$ cat config.mk
export PLATFORM = sky130hd
export DESIGN_NAME = mbox_irq_agg
export DESIGN_NICKNAME = d
export VERILOG_FILES = /design/src/rtl/mbox_irq_pkg.sv /design/src/rtl/mbox_status_reg.sv /design/src/rtl/mbox_irq_line.sv /design/src/rtl/mbox_reg_read.sv /design/src/rtl/mbox_irq_agg.sv
export SDC_FILE = /design/constraint.sdc
export NUM_CORES = 1
export LEC_CHECK = 0
export BUFFER_PORTS_ARGS = -buffer_cell sky130_fd_sc_hd__buf_4
export CORE_MARGIN = 1.5
export CORE_UTILIZATION = 30
export CTS_BUF_LIST = sky130_fd_sc_hd__clkbuf_16
export CTS_CLUSTER_SIZE = 25
export DETAILED_ROUTE_END_ITERATION = 6
export HOLD_SLACK_MARGIN = 0.06
export PLACE_DENSITY = 0.5
export SYNTH_ARGS = -nofsm -noshare
export SYNTH_HDL_FRONTEND = slang
export SYNTH_SLANG_ARGS = --single-unit
$ cat constraint.sdc
create_clock -name clk -period 2.1 [get_ports clk]
set_input_delay 0.315 -clock clk [delete_from_list [all_inputs] [get_ports clk]]
set_output_delay 0.315 -clock clk [all_outputs]
set_load 0.05 [all_outputs]
$ cat src/rtl/mbox_irq_pkg.sv
package mbox_irq_pkg;
  localparam int SLOTS    = 8;
  localparam int STAT_W   = 2 * SLOTS;
  localparam int FULL_LSB = SLOTS;

  localparam logic [11:0] OFF_PEND    = 12'h300;
  localparam logic [11:0] OFF_STAT    = 12'h304;
  localparam logic [11:0] OFF_DIM     = 12'h380;
  localparam logic [11:0] OFF_EN_BASE = 12'h100;

  // Mask of status/enable bits that exist for a given mailbox count
  function automatic logic [STAT_W-1:0] built_mask(input int nmbox);
    logic [STAT_W-1:0] m;
    m = '0;
    for (int i = 0; i < SLOTS; i++) begin
      if (i < nmbox) begin
        m[i]            = 1'b1;
        m[FULL_LSB + i] = 1'b1;
      end
    end
    return m;
  endfunction
endpackage

$ cat src/rtl/mbox_status_reg.sv
module mbox_status_reg
  import mbox_irq_pkg::*;
#(
  parameter int NUM_MBOX = 8
) (
  input  logic                clk,
  input  logic                rst,
  input  logic [NUM_MBOX-1:0] empty_i,
  input  logic [NUM_MBOX-1:0] full_i,
  output logic [STAT_W-1:0]   status_q
);
  logic [STAT_W-1:0] packed_d;

  for (genvar i = 0; i < SLOTS; i++) begin : g_slot
    if (i < NUM_MBOX) begin : g_built
      assign packed_d[i]            = empty_i[i];
      assign packed_d[FULL_LSB + i] = full_i[i];
    end else begin : g_absent
      assign packed_d[i]            = 1'b0;
      assign packed_d[FULL_LSB + i] = 1'b0;
    end
  end

  always_ff @(posedge clk) begin
    if (rst) status_q <= '0;
    else     status_q <= packed_d;
  end

  AST_STATUS_FOLLOWS: assert property (@(posedge clk) disable iff (rst)
    1'b1 |=> (status_q[NUM_MBOX-1:0] == $past(empty_i)) &&
             (status_q[FULL_LSB+NUM_MBOX-1:FULL_LSB] == $past(full_i)));
endmodule

$ cat src/rtl/mbox_irq_line.sv
module mbox_irq_line
  import mbox_irq_pkg::*;
#(
  parameter int LINE_IDX = 0,
  parameter int NUM_MBOX = 8,
  parameter int ADDR_W   = 12
) (
  input  logic              clk,
  input  logic              rst,
  input  logic              wr_en,
  input  logic [ADDR_W-1:0] addr,
  input  logic [STAT_W-1:0] wdata,
  input  logic [STAT_W-1:0] status_i,
  output logic [STAT_W-1:0] en_q,
  output logic              irq_q
);
  localparam logic [ADDR_W-1:0] MY_OFF  = ADDR_W'(OFF_EN_BASE) + ADDR_W'(4 * LINE_IDX);
  localparam logic [STAT_W-1:0] WR_MASK = built_mask(NUM_MBOX);

  logic hit;
  assign hit = wr_en && (addr == MY_OFF);

  always_ff @(posedge clk) begin
    if (rst) begin
      en_q  <= '0;
      irq_q <= 1'b0;
    end else begin
      if (hit) en_q <= wdata & WR_MASK;
      irq_q <= |(status_i & en_q);
    end
  end

  AST_ZERO_EN_SILENT: assert property (@(posedge clk) disable iff (rst)
    (en_q == '0) |=> !irq_q);
  AST_EN_HOLD: assert property (@(posedge clk) disable iff (rst)
    !hit |=> $stable(en_q));
  AST_IRQ_HAS_SOURCE: assert property (@(posedge clk) disable iff (rst)
    $rose(irq_q) |-> $past((status_i & en_q) != '0));
endmodule

$ cat src/rtl/mbox_reg_read.sv
module mbox_reg_read
  import mbox_irq_pkg::*;
#(
  parameter int          NUM_LINES = 4,
  parameter int          ADDR_W    = 12,
  parameter int          DATA_W    = 32,
  parameter logic [19:0] DIM_VALUE = 20'h0
) (
  input  logic                        clk,
  input  logic                        rst,
  input  logic                        rd_en,
  input  logic [ADDR_W-1:0]           addr,
  input  logic [STAT_W-1:0]           status_i,
  input  logic [NUM_LINES*STAT_W-1:0] en_flat,
  input  logic [NUM_LINES-1:0]        pend_i,
  output logic [DATA_W-1:0]           rdata_q
);
  logic [DATA_W-1:0] rd_mux;
  logic              mapped;

  always_comb begin
    rd_mux = '0;
    mapped = 1'b0;
    if (addr == ADDR_W'(OFF_PEND)) begin
      rd_mux = DATA_W'(pend_i);
      mapped = 1'b1;
    end else if (addr == ADDR_W'(OFF_STAT)) begin
      rd_mux = DATA_W'(status_i);
      mapped = 1'b1;
    end else if (addr == ADDR_W'(OFF_DIM)) begin
      rd_mux = DATA_W'(DIM_VALUE);
      mapped = 1'b1;
    end else begin
      for (int n = 0; n < NUM_LINES; n++) begin
        if (addr == ADDR_W'(OFF_EN_BASE) + ADDR_W'(4 * n)) begin
          rd_mux = DATA_W'(en_flat[n*STAT_W +: STAT_W]);
          mapped = 1'b1;
        end
      end
    end
  end

  always_ff @(posedge clk) begin
    if (rst)        rdata_q <= '0;
    else if (rd_en) rdata_q <= rd_mux;
  end

  AST_UNMAPPED_ZERO: assert property (@(posedge clk) disable iff (rst)
    (rd_en && !mapped) |=> (rdata_q == '0));
  AST_RDATA_HOLD: assert property (@(posedge clk) disable iff (rst)
    !rd_en |=> $stable(rdata_q));
endmodule

$ cat src/rtl/mbox_irq_agg.sv
module mbox_irq_agg
  import mbox_irq_pkg::*;
#(
  parameter int NUM_MBOX  = 8,
  parameter int NUM_LINES = 4,
  parameter int NUM_SSEM  = 4,
  parameter int NUM_ASEM  = 2,
  parameter int NUM_DBELL = 7,
  parameter int ADDR_W    = 12,
  parameter int DATA_W    = 32
) (
  input  logic                 clk,
  input  logic                 rst,
  input  logic [NUM_MBOX-1:0]  empty_i,
  input  logic [NUM_MBOX-1:0]  full_i,
  input  logic                 wr_en,
  input  logic                 rd_en,
  input  logic [ADDR_W-1:0]    addr,
  input  logic [STAT_W-1:0]    wdata,
  output logic [DATA_W-1:0]    rdata,
  output logic [NUM_LINES-1:0] irq_o
);
  localparam logic [19:0] DIM_VALUE = {4'(NUM_LINES), 4'(NUM_DBELL), 4'(NUM_ASEM),
                                       4'(NUM_SSEM), 4'(NUM_MBOX)};

  logic [STAT_W-1:0]           status_q;
  logic [NUM_LINES*STAT_W-1:0] en_flat;

  mbox_status_reg #(.NUM_MBOX(NUM_MBOX)) u_status (
    .clk      (clk),
    .rst      (rst),
    .empty_i  (empty_i),
    .full_i   (full_i),
    .status_q (status_q)
  );

  for (genvar n = 0; n < NUM_LINES; n++) begin : g_line
    mbox_irq_line #(
      .LINE_IDX (n),
      .NUM_MBOX (NUM_MBOX),
      .ADDR_W   (ADDR_W)
    ) u_line (
      .clk      (clk),
      .rst      (rst),
      .wr_en    (wr_en),
      .addr     (addr),
      .wdata    (wdata),
      .status_i (status_q),
      .en_q     (en_flat[n*STAT_W +: STAT_W]),
      .irq_q    (irq_o[n])
    );
  end

  mbox_reg_read #(
    .NUM_LINES (NUM_LINES),
    .ADDR_W    (ADDR_W),
    .DATA_W    (DATA_W),
    .DIM_VALUE (DIM_VALUE)
  ) u_read (
    .clk      (clk),
    .rst      (rst),
    .rd_en    (rd_en),
    .addr     (addr),
    .status_i (status_q),
    .en_flat  (en_flat),
    .pend_i   (irq_o),
    .rdata_q  (rdata)
  );

  AST_RESET_QUIET: assert property (@(posedge clk)
    rst |=> (irq_o == '0) && (rdata == '0));
endmodule

# Yosys cells after proc, flatten, opt, wreduce, memory -nomap -nowiden
# Index checks and enable logic that the tools add are counted.
[totals]
register_bits = 116
word_cells = 36
input_bits = 48
[classes]
n_bitwise = 4
mux = 7
n_eq_ne = 7
reduce_logical = 8
[op_table]
columns = ["cell", "count"]
rows = [
  ["$mux W32", 3],
  ["$and A16 B16 Y16", 4],
  ["$mux W16", 4],
  ["$reduce_or A16 Y1", 4],
  ["$eq A12 B9 Y1 const B", 4],
  ["$eq A12 B10 Y1 const B", 3],
  ["$logic_and A1 B1 Y1", 4],
]

# Depth between registers and ports, before layout
[depth]
ltp_word = 8
depth_mapped = 7

# Modules after synthesis
# From an unflattened synthesis, not the netlist that was laid out.
[hier_totals]
hier_cells = 508
hier_area_um2 = 5002.3
[modules_own_cells]
columns = ["module", "n_inst", "cells_each", "area_per_inst_um2"]
rows = [
  ["mbox_reg_read", 1, 207, 1622.8],
  ["mbox_irq_line (g_line[1].u_line ...)", 2, 67, 725.7],
  ["mbox_irq_line (g_line[0].u_line)", 1, 67, 737.0],
  ["mbox_irq_line (g_line[3].u_line)", 1, 67, 726.9],
  ["mbox_status_reg", 1, 33, 464.2],
]

# Worst setup path after synthesis
# No wires, ideal clock.
[synth_path]
kind = "input port to flip-flop"
from = "input addr[11]"
to = "register g_line[3].u_line.en_q[5]"
setup_slack_ns = -0.005
setup_time_ns = 0.128
t_arrival_ns = 1.977
required_ns = 1.972
path_stages = 7
n_path_buf = 3
cell_sequence = "or4b_1 -> clkbuf_1 -> or4_1 -> buf_6 -> buf_6 -> mux2i_1 -> nor2_1"
[synth_via]
elab_chain_cells = 2
[synth_rtl]
columns = ["element", "line_no", "rtl"]
rows = [
  ["from (decl)", "mbox_irq_agg.sv:18", "input logic [ADDR_W-1:0] addr,"],
  ["$eq A12 B9 Y1", "mbox_irq_line.sv:21", "assign hit = wr_en && (addr == MY_OFF);"],
  ["$logic_and A1 B1 Y1", "mbox_irq_line.sv:21", ""],
  ["to (signal assigned)", "mbox_irq_line.sv:28", "if (hit) en_q <= wdata & WR_MASK;"],
  ["to (decl)", "mbox_irq_line.sv:14", "output logic [STAT_W-1:0] en_q,"],
]
# Every way passes these cells.
# A chain may end at the register's enable or synchronous reset.

# Worst setup path after layout
[layout_path]
from = "input addr[11]"
to = "register u_read.rdata_q[8]"
[layout_via]
elab_chain_cells = 8
word_cells_on_any_way = 14
[layout_rtl]
columns = ["element", "line_no", "rtl"]
rows = [
  ["$eq A12 B9 Y1", "mbox_reg_read.sv:35", "if (addr == ADDR_W'(OFF_EN_BASE) + ADDR_W'(4 * n)) begin"],
  ["$mux W16 (4 in a row)", "mbox_reg_read.sv:35", ""],
  ["$mux W32", "mbox_reg_read.sv:30", "end else if (addr == ADDR_W'(OFF_DIM)) begin"],
  ["$mux W32", "mbox_reg_read.sv:27", "end else if (addr == ADDR_W'(OFF_STAT)) begin"],
  ["$mux W32 *", "mbox_reg_read.sv:24", "if (addr == ADDR_W'(OFF_PEND)) begin"],
  ["to (signal assigned)", "mbox_reg_read.sv:45", "else if (rd_en) rdata_q <= rd_mux;"],
  ["to (decl)", "mbox_reg_read.sv:16", "output logic [DATA_W-1:0] rdata_q"],
]
# Every way passes the cells marked *; elsewhere a longest branch is shown, timed or not.

==> insert_results.sql <==
INSERT INTO impl_metrics (metric_group, metric, value, unit) VALUES
('synthesis', 'async_reset_ff_frac', '0', ''),
('synthesis', 'netlist-cell-type-count', '44', ''),
('route', 'wl_per_cell', '19.87', 'um'),
('route', 'via_count', '4115', ''),
('status', 'run_status', 'finished clean', ''),
('critical_path', 'worst_ep_arrival_time', '2.27', 'ns'),
('finish', 'layout.cells.most_common', 'sky130_fd_sc_hd__dfxtp_1', ''),
('route', 'drtIter0Drc', '390', ''),
('die', 'die_width', '127.9', 'um'),
('critical_path', 'worstSetupStartpointType', 'primary input', ''),
('synthesis', 'yosys.area.top_type', 'sky130_fd_sc_hd__dfxtp_1', ''),
('grt', 'grt_pass1_wl', '23280', 'um'),
('power_and_ir_drop', 'power_density', '677.3', 'nW/um^2'),
('placement', 'place_area', '5414', 'sq um'),
('grt', 'global_route.overflow_total', '0', ''),
('power_and_ir_drop', 'design_power_total', '3.854', 'mW'),
('clock_network', 'cts_inserted_buffers', '9', ''),
('critical_path', 'worstSetupEndpointType', 'register', ''),
('sta', 'hold_viol_final', '0', ''),
('sta', 'max_freq', '505.5', 'MHz'),
('synthesis', 'post_synth_instance_area', '4679', 'sq um'),
('synthesis', 'ys_warn_count', '0', ''),
('clock_network', 'clk_path_buf_depth', '2', ''),
('die', 'floorplan.core_area', '15200', 'sq um'),
('sta', 'grt_setup_unrepaired', 'no', ''),
('placement', 'finalWeightedCongestion', '0.8815', ''),
('clock_network', 'cts_resized', '0', ''),
('critical_path', 'critical_path_peak_fanout', '7', ''),
('sta', 'layout_setup_ws', '0.1220', 'ns'),
('grt', 'grt_start_max_net_pins', '52', ''),
('sta', 'finalWorstPathRequiredPeriod', '1.978', 'ns'),
('power_and_ir_drop', 'clk_network_pwr_share', '0.411', ''),
('route', 'top_signal_layer_used', 'met4', ''),
('synthesis', 'synth_enable_flop_cells', '0', ''),
('synthesis', 'synth_top_area_share', '0.4321', ''),
('sta', 'slew_of_the_pin_with_the_lowest_slew_margin', '0.6176', 'ns'),
('hold_path', 'min-delay-path-class', 'primary input to register', ''),
('die', 'fp-row-count', '45', ''),
('placement', 'place_worst_setup_slack', '-0.2066', 'ns'),
('grt', 'grt_antenna_before_repair', '0', ''),
('synthesis', 'cell_types_occupying_the_most_area_after_synthesis', 'sky130_fd_sc_hd__dfxtp_1, sky130_fd_sc_hd__mux2i_1, sky130_fd_sc_hd__nor2_1', ''),
('power_and_ir_drop', 'power.share.combinational', '0.079', ''),
('clock_network', 'htreeDepth', '3', ''),
('finish', 'fraction_of_layout_instances_using_a_drive_strength_above_1', '0.2088', ''),
('run', 'maxCapViolCount', '0', ''),
('route', 'met2WireLength', '6678', 'um'),
('route', 'detail_route.vias_per_cell', '5.429', ''),
('power_and_ir_drop', 'p_leak', '2.434', 'nW'),
('power_and_ir_drop', 'sequentialPowerShare', '0.510', ''),
('sta', 'drv_slew', '0', ''),
('clock_network', 'clk_pin_slew', '0.07', 'ns'),
('die', 'floorplan.die_area', '16360', 'sq um'),
('grt', 'number_of_global_route_vias_before_repair', '3944', ''),
('finish', 'most-common-layout-cells', 'sky130_fd_sc_hd__dfxtp_1, sky130_fd_sc_hd__buf_4, sky130_fd_sc_hd__nor2_1', ''),
('sta', 'timing.slew.headroom', '0.5844', ''),
('die', 'y_dimension_of_the_die', '127.9', 'um'),
('synthesis', 'synth.avg_cell_area', '9.492', 'sq um'),
('critical_path', 'worstPathRequired', '2.39', 'ns'),
('route', 'drc_errors', '0', ''),
('die', 'num_io_pins', '84', ''),
('route', 'ant_nets', '0', ''),
('power_and_ir_drop', 'netSwitchingFraction', '0.2600', ''),
('clock_network', 'cts_hold_repair.buffers', '0', ''),
('critical_path', 'critical_path_class', 'primary input to register', ''),
('power_and_ir_drop', 'power_switching', '1.002', 'mW'),
('clock_network', 'cts_post_setup_buffers_inserted', '0', ''),
('clock_network', 'numClockSinks', '101', ''),
('synthesis', 'syn_inst', '493', ''),
('synthesis', 'number_of_synthesized_register_bits', '101', ''),
('die', 'start_util', '0.3078', ''),
('synthesis', 'ys.flop_type', 'sky130_fd_sc_hd__dfxtp_1', '');
[power by group through the flow]
| stage | registers (mW) | logic [mW] | clock network, mW |
|---|---|---|---|
| floorplan | 1.99 | 0.184 | 0 |
| global placement | 2.01 | 0.300 | 0 |
| detailed placement | 2.01 | 0.305 | 0 |
| CTS | 1.96 | 0.305 | 1.62 |
| global route | 1.96 | 0.328 | 1.71 |
| finish | 1.96 | 0.306 | 1.58 |
[sequential cells by signal (all words and copies together) (netlist names)]
register	flops
g_line.u_line.en_q	64
g_line.u_line.irq_q	4
u_read.rdata_q	17
u_status.status_q	16
[kinds of logic after synthesis]
family / after synthesis / synth area share
multiplexers: 79 / 0.1717
AO/OA/AOI/OAI: 103 / 0.1575
buffers and inverters: 56 / 0.07085
AND/OR/NAND/NOR: 152 / 0.1652
flip-flops: 101 / 0.4321
XOR/XNOR: 1 / 0.001872
other: 1 / 0.0008014
[Yosys cell counts, types with 5 or more instances]
master / number
sky130_fd_sc_hd__dfxtp_1: 101
sky130_fd_sc_hd__nor2_1: 80
sky130_fd_sc_hd__mux2i_1: 78
sky130_fd_sc_hd__clkbuf_1: 25
sky130_fd_sc_hd__buf_4: 20
sky130_fd_sc_hd__a22oi_1: 18
sky130_fd_sc_hd__a221oi_1: 17
sky130_fd_sc_hd__a21oi_1: 16
sky130_fd_sc_hd__nor2b_1: 16
sky130_fd_sc_hd__nor4_1: 16
sky130_fd_sc_hd__a22o_1: 12
sky130_fd_sc_hd__o22ai_1: 10
sky130_fd_sc_hd__o211ai_1: 7
sky130_fd_sc_hd__and3_1: 6
sky130_fd_sc_hd__buf_6: 6
sky130_fd_sc_hd__o21ai_0: 6
sky130_fd_sc_hd__o221ai_1: 5
sky130_fd_sc_hd__or4_1: 5
[worst max-delay path: stages]
cell	delay, ns
sky130_fd_sc_hd__buf_4	0.11
sky130_fd_sc_hd__or4b_1	0.65
sky130_fd_sc_hd__buf_4	0.22
sky130_fd_sc_hd__nor4_1	0.53
sky130_fd_sc_hd__buf_4	0.25
sky130_fd_sc_hd__o211ai_1	0.10
sky130_fd_sc_hd__o21ai_0	0.08
[path summary, 6_finish.rpt]
kind                                    from                                 to  slack (ns)  depth (start not counted)
max                                 addr[11]     u_read.rdata_q[8]$_SDFFE_PP0P_        0.12                          7
min                               empty_i[3]    u_status.status_q[3]$_SDFF_PP0_        0.16                          2
max reg2reg  u_status.status_q[4]$_SDFF_PP0_  g_line[3].u_line.irq_q$_SDFF_PP0_        0.68                          4
min reg2reg  u_read.rdata_q[18]$_SDFFE_PP0P_    u_read.rdata_q[18]$_SDFFE_PP0P_        0.47                          2
[layout make-up]
| class | count | area (sq um) |
|---|---|---|
| fill | 1538 | 9512 |
| multi-input combinational | 350 | 2379 |
| sequential | 101 | 2022 |
| timing repair buffer | 101 | 770.7 |
| tap | 188 | 235.2 |
| clock buffer | 9 | 225.2 |
| clock inverter | 7 | 51.30 |
| inverter | 2 | 7.507 |
[stage by stage]
step | hold slack, ns | util | setup TNS [ns]
floorplan | 0.4432 | - | 0
global placement | 0.4468 | 0.3561 | -4.103
detailed placement | 0.4557 | 0.3561 | -5.080
CTS | 0.1567 | 0.3743 | 0
global route | 0.1584 | 0.3743 | 0
finish | 0.1607 | 0.3743 | 0
[layer usage]
metal,GRT usage,vias to the layer above
met2,0.3001,185
met5,0,-
met4,0.05948,0
met3,0.05384,33
met1,0.2559,1961
li1,-,1936
No activity file was read; power rests on OpenSTA's default activity.
